### src/rtl/apu_seq_pkg.sv
package apu_seq_pkg;

   // register addresses
   localparam int ADDR_CTRL = 0;
   localparam int ADDR_STAT = 1;

   // control register bit positions
   localparam int CTRL_CPEN  = 0;
   localparam int CTRL_PDN   = 1;
   localparam int CTRL_POP   = 2;
   localparam int CTRL_DM_LO = 3;
   localparam int CTRL_DM_HI = 4;

   // status register bit positions
   localparam int STAT_CP    = 0;
   localparam int STAT_REJ   = 1;
   localparam int STAT_READY = 2;
   localparam int STAT_SA    = 3;

   // de-emphasis codes
   localparam logic [1:0] DM_OFF = 2'b00;
   localparam logic [1:0] DM_32K = 2'b01;
   localparam logic [1:0] DM_441 = 2'b10;
   localparam logic [1:0] DM_48K = 2'b11;

   typedef enum logic [1:0] {
      ST_WAIT    = 2'd0,
      ST_CP_IDLE = 2'd1,
      ST_RAMP    = 2'd2,
      ST_RUN     = 2'd3
   } seq_state_e;

endpackage

### src/rtl/apu_frame_window.sv
module apu_frame_window #(
   parameter int WINDOW_FRAMES = 1024,
   parameter int GUARD_FRAMES  = 2
) (
   input  logic clk,
   input  logic rst_n,
   input  logic frame_stb,
   output logic win_open,
   output logic win_expired
);

   localparam int CW = $clog2(WINDOW_FRAMES + 1);
   localparam logic [CW-1:0] WIN_END = CW'(WINDOW_FRAMES);

   logic [CW-1:0] cnt_q;

   generate
      if (WINDOW_FRAMES < 2) begin : g_bad_window
         $error("apu_frame_window: WINDOW_FRAMES must be at least 2");
      end
      if (GUARD_FRAMES >= WINDOW_FRAMES) begin : g_bad_guard
         $error("apu_frame_window: GUARD_FRAMES must be below WINDOW_FRAMES");
      end
   endgenerate

   always_ff @(posedge clk or negedge rst_n) begin
      if (!rst_n) begin
         cnt_q <= '0;
      end else if (frame_stb && (cnt_q != WIN_END)) begin
         cnt_q <= cnt_q + 1'b1;
      end
   end

   // the guard compare disappears when no guard is configured
   generate
      if (GUARD_FRAMES == 0) begin : g_no_guard
         assign win_open = (cnt_q != WIN_END);
      end else begin : g_guard
         localparam logic [CW-1:0] GUARD_V = CW'(GUARD_FRAMES);
         assign win_open = (cnt_q >= GUARD_V) && (cnt_q != WIN_END);
      end
   endgenerate

   assign win_expired = (cnt_q == WIN_END);

   AST_CNT_SAT: assert property (@(posedge clk) disable iff (!rst_n)
      cnt_q <= WIN_END) else $error("frame count beyond window");
   AST_CNT_HOLD: assert property (@(posedge clk) disable iff (!rst_n)
      !frame_stb |=> (cnt_q == $past(cnt_q))) else $error("count moved without strobe");

endmodule

### src/rtl/apu_ctrl_regs.sv
module apu_ctrl_regs
   import apu_seq_pkg::*;
#(
   parameter int ADDR_W = 2,
   parameter int DATA_W = 8
) (
   input  logic              clk,
   input  logic              rst_n,
   input  logic              wr_en,
   input  logic [ADDR_W-1:0] wr_addr,
   input  logic [DATA_W-1:0] wr_data,
   input  logic [ADDR_W-1:0] rd_addr,
   input  logic [DATA_W-1:0] status_in,
   output logic [DATA_W-1:0] rd_data,
   output logic              ctrl_pdn,
   output logic              ctrl_pop,
   output logic [1:0]        ctrl_dm,
   output logic              cpen_req
);

   localparam logic [DATA_W-1:0] CTRL_RST = DATA_W'(1) << CTRL_PDN;
   localparam logic [ADDR_W-1:0] A_CTRL   = ADDR_W'(ADDR_CTRL);
   localparam logic [ADDR_W-1:0] A_STAT   = ADDR_W'(ADDR_STAT);

   generate
      if (DATA_W < CTRL_DM_HI + 1) begin : g_bad_width
         $error("apu_ctrl_regs: DATA_W too narrow for the control fields");
      end
      if (ADDR_W < 1) begin : g_bad_addr
         $error("apu_ctrl_regs: ADDR_W must be at least 1");
      end
   endgenerate

   logic [DATA_W-1:0] ctrl_q;
   logic              ctrl_wr;

   assign ctrl_wr = wr_en && (wr_addr == A_CTRL);

   always_ff @(posedge clk or negedge rst_n) begin
      if (!rst_n) begin
         ctrl_q <= CTRL_RST;
      end else if (ctrl_wr) begin
         ctrl_q <= wr_data;
      end
   end

   assign cpen_req = ctrl_wr && wr_data[CTRL_CPEN];
   assign ctrl_pdn = ctrl_q[CTRL_PDN];
   assign ctrl_pop = ctrl_q[CTRL_POP];
   assign ctrl_dm  = ctrl_q[CTRL_DM_HI:CTRL_DM_LO];

   always_comb begin
      if (rd_addr == A_CTRL) begin
         rd_data = ctrl_q;
      end else if (rd_addr == A_STAT) begin
         rd_data = status_in;
      end else begin
         rd_data = '0;
      end
   end

   AST_PDN_RESET: assert property (@(posedge clk) disable iff (!rst_n)
      $rose(rst_n) |-> ctrl_pdn) else $error("power-down not set after reset");

endmodule

### src/rtl/apu_ramp_timer.sv
module apu_ramp_timer #(
   parameter int SHORT_CYC = 6250,
   parameter int LONG_CYC  = 250000
) (
   input  logic clk,
   input  logic rst_n,
   input  logic start,
   input  logic long_sel,
   input  logic abort,
   output logic done
);

   localparam int MAXC = (LONG_CYC > SHORT_CYC) ? LONG_CYC : SHORT_CYC;
   localparam int CW   = $clog2(MAXC + 1);
   localparam logic [CW-1:0] SHORT_LAST = CW'(SHORT_CYC - 1);
   localparam logic [CW-1:0] LONG_LAST  = CW'(LONG_CYC - 1);

   generate
      if (SHORT_CYC < 1 || LONG_CYC < 1) begin : g_bad_len
         $error("apu_ramp_timer: ramp lengths must be at least one cycle");
      end
   endgenerate

   logic [CW-1:0] cnt_q;
   logic [CW-1:0] last_q;
   logic          busy_q;

   assign done = busy_q && (cnt_q == last_q);

   always_ff @(posedge clk or negedge rst_n) begin
      if (!rst_n) begin
         cnt_q  <= '0;
         last_q <= '0;
         busy_q <= 1'b0;
      end else if (abort) begin
         cnt_q  <= '0;
         busy_q <= 1'b0;
      end else if (start) begin
         cnt_q  <= '0;
         last_q <= long_sel ? LONG_LAST : SHORT_LAST;
         busy_q <= 1'b1;
      end else if (busy_q) begin
         if (done) begin
            busy_q <= 1'b0;
         end else begin
            cnt_q <= cnt_q + 1'b1;
         end
      end
   end

   AST_TMR_BOUND: assert property (@(posedge clk) disable iff (!rst_n)
      busy_q |-> (cnt_q <= last_q)) else $error("ramp count overran");
   AST_TMR_ONESHOT: assert property (@(posedge clk) disable iff (!rst_n)
      (done && !start) |=> !done) else $error("done held two cycles");

endmodule

### src/rtl/apu_pwrup_seq.sv
module apu_pwrup_seq
   import apu_seq_pkg::*;
#(
   parameter int WINDOW_FRAMES = 1024,
   parameter int GUARD_FRAMES  = 2,
   parameter int CLK_PER_US    = 125,
   parameter int PUP_US        = 50,
   parameter int POP_RAMP_CYC  = 250000,
   parameter int ADDR_W        = 2,
   parameter int DATA_W        = 8,
   parameter bit OUT_FLOP      = 1'b0
) (
   input  logic              clk,
   input  logic              rst_n,
   input  logic              frame_stb,
   input  logic              dem_pin,
   input  logic              wr_en,
   input  logic [ADDR_W-1:0] wr_addr,
   input  logic [DATA_W-1:0] wr_data,
   input  logic [ADDR_W-1:0] rd_addr,
   output logic [DATA_W-1:0] rd_data,
   output logic              vq_ready,
   output logic [1:0]        deemph_sel
);

   localparam int SHORT_CYC = CLK_PER_US * PUP_US;

   generate
      if (CLK_PER_US < 1 || PUP_US < 1) begin : g_bad_clk
         $error("apu_pwrup_seq: CLK_PER_US and PUP_US must be positive");
      end
      if (POP_RAMP_CYC < SHORT_CYC) begin : g_bad_pop
         $error("apu_pwrup_seq: POP_RAMP_CYC must not be shorter than the plain ramp");
      end
   endgenerate

   logic              win_open, win_expired;
   logic              ctrl_pdn, ctrl_pop, cpen_req;
   logic [1:0]        ctrl_dm;
   logic              tmr_start, tmr_long, tmr_abort, tmr_done;
   logic [DATA_W-1:0] stat_vec;
   seq_state_e        st_q, st_d;
   logic              cp_q, sa_q, rej_q;
   logic              win_ok, reject, ready_int;

   apu_frame_window #(
      .WINDOW_FRAMES (WINDOW_FRAMES),
      .GUARD_FRAMES  (GUARD_FRAMES)
   ) u_window (
      .clk         (clk),
      .rst_n       (rst_n),
      .frame_stb   (frame_stb),
      .win_open    (win_open),
      .win_expired (win_expired)
   );

   apu_ctrl_regs #(
      .ADDR_W (ADDR_W),
      .DATA_W (DATA_W)
   ) u_regs (
      .clk       (clk),
      .rst_n     (rst_n),
      .wr_en     (wr_en),
      .wr_addr   (wr_addr),
      .wr_data   (wr_data),
      .rd_addr   (rd_addr),
      .status_in (stat_vec),
      .rd_data   (rd_data),
      .ctrl_pdn  (ctrl_pdn),
      .ctrl_pop  (ctrl_pop),
      .ctrl_dm   (ctrl_dm),
      .cpen_req  (cpen_req)
   );

   apu_ramp_timer #(
      .SHORT_CYC (SHORT_CYC),
      .LONG_CYC  (POP_RAMP_CYC)
   ) u_timer (
      .clk      (clk),
      .rst_n    (rst_n),
      .start    (tmr_start),
      .long_sel (tmr_long),
      .abort    (tmr_abort),
      .done     (tmr_done)
   );

   // mode selection: a valid enable write beats the closing strobe
   assign win_ok = cpen_req && win_open && (st_q == ST_WAIT);
   assign reject = cpen_req && !cp_q && !win_ok;

   always_comb begin
      st_d      = st_q;
      tmr_start = 1'b0;
      tmr_long  = 1'b0;
      tmr_abort = 1'b0;
      case (st_q)
         ST_WAIT: begin
            if (win_ok) begin
               st_d = ST_CP_IDLE;
            end else if (win_expired) begin
               st_d      = ST_RAMP;
               tmr_start = 1'b1;
            end
         end
         ST_CP_IDLE: begin
            if (!ctrl_pdn) begin
               st_d      = ST_RAMP;
               tmr_start = 1'b1;
               tmr_long  = ctrl_pop;
            end
         end
         ST_RAMP: begin
            if (cp_q && ctrl_pdn) begin
               st_d      = ST_CP_IDLE;
               tmr_abort = 1'b1;
            end else if (tmr_done) begin
               st_d = ST_RUN;
            end
         end
         ST_RUN: begin
            if (cp_q && ctrl_pdn) begin
               st_d = ST_CP_IDLE;
            end
         end
         default: st_d = ST_WAIT;
      endcase
   end

   always_ff @(posedge clk or negedge rst_n) begin
      if (!rst_n) begin
         st_q  <= ST_WAIT;
         cp_q  <= 1'b0;
         sa_q  <= 1'b0;
         rej_q <= 1'b0;
      end else begin
         st_q <= st_d;
         if (win_ok) begin
            cp_q <= 1'b1;
         end
         if ((st_q == ST_WAIT) && !win_ok && win_expired) begin
            sa_q <= 1'b1;
         end
         if (reject) begin
            rej_q <= 1'b1;
         end
      end
   end

   assign ready_int = (st_q == ST_RUN);

   generate
      if (OUT_FLOP) begin : g_ready_flop
         logic ready_q;
         always_ff @(posedge clk or negedge rst_n) begin
            if (!rst_n) begin
               ready_q <= 1'b0;
            end else begin
               ready_q <= ready_int;
            end
         end
         assign vq_ready = ready_q;
      end else begin : g_ready_comb
         assign vq_ready = ready_int;
      end
   endgenerate

   always_comb begin
      stat_vec             = '0;
      stat_vec[STAT_CP]    = cp_q;
      stat_vec[STAT_REJ]   = rej_q;
      stat_vec[STAT_READY] = ready_int;
      stat_vec[STAT_SA]    = sa_q;
   end

   assign deemph_sel = cp_q ? ctrl_dm : (dem_pin ? DM_441 : DM_OFF);

   AST_CP_IN_WINDOW: assert property (@(posedge clk) disable iff (!rst_n)
      $rose(cp_q) |-> $past(win_open)) else $error("control-port mode outside window");
   AST_MODE_EXCL: assert property (@(posedge clk) disable iff (!rst_n)
      !(cp_q && sa_q)) else $error("both modes selected");
   AST_SA_ON_TIMEOUT: assert property (@(posedge clk) disable iff (!rst_n)
      $rose(sa_q) |-> $past(win_expired)) else $error("stand-alone before window end");
   AST_READY_FROM_RAMP: assert property (@(posedge clk) disable iff (!rst_n)
      $rose(ready_int) |-> $past(tmr_done)) else $error("ready without finished ramp");
   AST_LOWPWR_HOLD: assert property (@(posedge clk) disable iff (!rst_n)
      (cp_q && ctrl_pdn && $past(ctrl_pdn)) |-> !ready_int) else $error("ready while powered down");
   AST_REJ_STICKY: assert property (@(posedge clk) disable iff (!rst_n)
      rej_q |=> rej_q) else $error("reject flag cleared");

endmodule

### config.mk
export PLATFORM = sky130hd
export DESIGN_NAME = apu_pwrup_seq
export DESIGN_NICKNAME = d
export VERILOG_FILES = /design/src/rtl/apu_seq_pkg.sv /design/src/rtl/apu_frame_window.sv /design/src/rtl/apu_ctrl_regs.sv /design/src/rtl/apu_ramp_timer.sv /design/src/rtl/apu_pwrup_seq.sv
export SDC_FILE = /design/constraint.sdc
export NUM_CORES = 1
export LEC_CHECK = 0
export ABC_AREA = 0
export BUFFER_PORTS_ARGS = -buffer_cell sky130_fd_sc_hd__buf_4
export CAP_MARGIN = 30
export CORE_MARGIN = 2
export CORE_UTILIZATION = 55
export CTS_CLUSTER_DIAMETER = 120
export DETAILED_ROUTE_END_ITERATION = 8
export GPL_TIMING_DRIVEN = 0
export PLACE_DENSITY = 0.76
export REMOVE_ABC_BUFFERS = 1
export SYNTH_ARGS = -nofsm -noshare
export SYNTH_HDL_FRONTEND = slang
export SYNTH_SLANG_ARGS = --single-unit
### constraint.sdc
create_clock -name clk -period 3.25 [get_ports clk]
set_clock_uncertainty 0.15 [all_clocks]
set_input_delay 0 -clock clk [delete_from_list [all_inputs] [get_ports clk]]
set_output_delay 0 -clock clk [all_outputs]
set_load 0.01 [all_outputs]
==> flow_summary.json <==
{
  "run_status": "finished clean",
  "grt_overflow": 0,
  "cts_tree": "yes",
  "drv_cap": 0,
  "die-width_um": 69.63,
  "grt_pass1_wl_um": 8314,
  "hpwl_um": 3186,
  "first_iter_violations": 63,
  "holdWs_ns": 0.03149,
  "synth_flop_cell": "dfrtp_1",
  "drt.antenna.violating_nets": 0,
  "synth.area.top_cells": "dfrtp_1 (48%), xnor2_1 (6.3%), nor2_1 (6.0%)",
  "h-tree-depth": 2,
  "slowest_stage": "dlygate4sd3_1",
  "relSlewSlack_pct": 49.70,
  "crit_path_end_kind": "flip-flop",
  "cts_hold_buf": 15,
  "synth_cell_types": 38,
  "max_stage_delay_ns": 0.66,
  "fin_crit_ns": 2.352,
  "crit_required_ns": 3.28,
  "crit_path_frequent_cell": "dlygate4sd3_1",
  "clkSinkCount": 46,
  "ys_async_sr_fraction_pct": 100.0,
  "crit_type": "input pin to flip-flop",
  "post-route-period-util_pct": 72.36,
  "drc": 0,
  "arrival_ns": 2.39,
  "die_area_mm2": 0.004848,
  "io_buffers": 27,
  "fp.coreArea_mm2": 0.004086,
  "num_vias": 1798,
  "grt_pass1_vias": 1839,
  "pre_cts_ws_ns": 1.146,
  "final_nets": 305,
  "synth_edf_count": 0,
  "synth_area_leader_cell": "dfrtp_1",
  "avgViaCountPerCell": 5.367,
  "yosys_register_bits": 46,
  "postCtsSetupRepairBufs": 0,
  "num_io_pins": 28,
  "power.density_mw_per_mm2": 597.2,
  "wl_um": 4528,
  "cts_made_buffers": 5,
  "routabilityCongestion": 0.8081,
  "fmax_mhz": 425.2,
  "diodes": 0,
  "clockRootBuffer": "clkbuf_8",
  "synth_cells": 240,
  "start_kind": "input pin",
  "clockBufferDepth": 2,
  "synth_warnings": 0,
  "netlist_area_mm2": 0.002369,
  "rsz0062_at_grt": "no",
  "instances_no_fill": 335,
  "clkSlewWorstSetupHoldPaths_ns": 0.08,
  "setup_slack_ns": 0.8984,
  "drv_slew": 0,
  "ir_drop_mv": 0.3743,
  "cts.repair.resized": 0,
  "antenna_found_initial": 0,
  "setup-tns-final_ns": 0,
  "synthToLayoutAreaGrowth_pct": 21.18,
  "clock_latency_ns": 0.30,
  "final-setup-viol-count": 0,
  "tightest_slew_ns": 0.7523,
  "synth_common_cells": "dfrtp_1 (45), nor2_1 (38), nand2_1 (17), xnor2_1 (17), nand3_1 (14)",
  "wl_per_cell_um": 13.52,
  "dpl_cell_area_mm2": 0.002615,
  "crit_chain": "dlygate4sd3_1, buf_4, nor3b_1, dlygate4sd3_1, nand3_1, o31ai_1, o21bai_1",
  "holdCritPathClass": "input pin to flip-flop",
  "ys_seq_area_share_pct": 48.65,
  "post-route-cell-area_mm2": 0.002870,
  "die_y_um": 69.63,
  "final_hold_viol_count": 0,
  "firstDrtPassIters": 4,
  "grt_max_degree": 47,
  "grtUsageTotal_pct": 21.21,
  "drive_above_1_share_pct": 17.89,
  "yosysMostFrequentCell": "dfrtp_1",
  "initial_core_util_pct": 57.96,
  "final_core_util_pct": 70.24,
  "path_max_fanout": 5,
  "syn_area_per_cell_um2": 9.869,
  "dp.cells": 312,
  "rows": 23,
  "finalPower_mw": 1.714,
  "leakagePower_nw": 1.297,
  "synth_top_area_share_pct": 47.54
}
[flip-flops by register name, indices dropped and copies added (netlist names)]
| name | count |
|---|---|
| u_timer.cnt_q | 18 |
| u_window.cnt_q | 11 |
| u_regs.ctrl_q | 8 |
| u_timer.last_q | 3 |
| st_q | 2 |
| cp_q | 1 |
| rej_q | 1 |
| sa_q | 1 |
| u_timer.busy_q | 1 |
[report_power, final]
group / switching, mW / internal [mW]
combinational: 0.244 / 0.246
clock: 0.191 / 0.195
sequential: 0.155 / 0.684
total: 0.590 / 1.12
[cell type report]
type	instances	area, um^2
inverters	9	33.78
clock buffers	7	96.34
clock inverters	1	8.758
repair buffers	43	360.3
fillers	316	1216
multi-input cells	179	1156
flip-flops and latches	46	1152
well taps	50	62.56
[cells by family (layout without fill, tap and decap cells)]
kind of cell / after synthesis / in the layout / synth area share (%)
AND/OR/NAND/NOR: 106 / 106 / 21.45
flip-flops: 46 / 46 / 48.65
XOR/XNOR: 28 / 28 / 10.35
AO/OA/AOI/OAI: 27 / 27 / 8.505
buffers and inverters: 15 / 60 / 2.536
multiplexers: 14 / 14 / 6.392
adder cells (fa/ha/maj): 4 / 4 / 2.113
[critical path, delay by kind of cell]
kind,cells,cell delay (ns)
compound gates,2,0.36
buf+inv,3,1.33
simple gates,2,0.68
[worst paths after layout]
| kind | startpoint | cells after the start | end | slack, ns |
|---|---|---|---|---|
| worst max register to register | u_window.cnt_q[8] | 5 | u_timer.cnt_q[17] | 1.17 |
| worst min-delay path | wr_addr[0] | 5 | u_regs.ctrl_q[1] | 0.03 |
| worst max-delay path | wr_addr[1] | 7 | rej_q | 0.90 |
| worst min register to register | rej_q | 1 | rej_q | 0.33 |
| max in group asynchronous | rst_n | 2 | u_regs.ctrl_q[1] | 2.48 |
| min in group asynchronous | rst_n | 2 | u_timer.cnt_q[4] | 0.08 |
[layout by cell type (no fill, tap or decap), types with 6 or more instances in the layout]
master | synthesis | routed
a21oi_1 | 8 | 8
xnor2_1 | 17 | 17
buf_4 | 1 | 28
inv_1 | 9 | 9
clkbuf_8 | 0 | 7
xor2_1 | 11 | 11
nor2_1 | 38 | 38
nand4_1 | 10 | 10
dlygate4sd3_1 | 0 | 15
nand2_1 | 17 | 17
mux2_2 | 9 | 9
dfrtp_1 | 45 | 45
nand3_1 | 14 | 14
and2_1 | 6 | 6
[routing by layer]
layer / GRT usage (%) / routed length [um] / up-vias / share of wire (%)
met3: 4.797 / 119 / 7 / 2.6
li1: - / - / 910 / -
met2: 37.71 / 2335 / 21 / 52
met4: 6.410 / 63 / 0 / 1.4
met5: 0 / 0 / - / 0
met1: 25.64 / 2009 / 860 / 44
(Power assumes the default switching activity.)
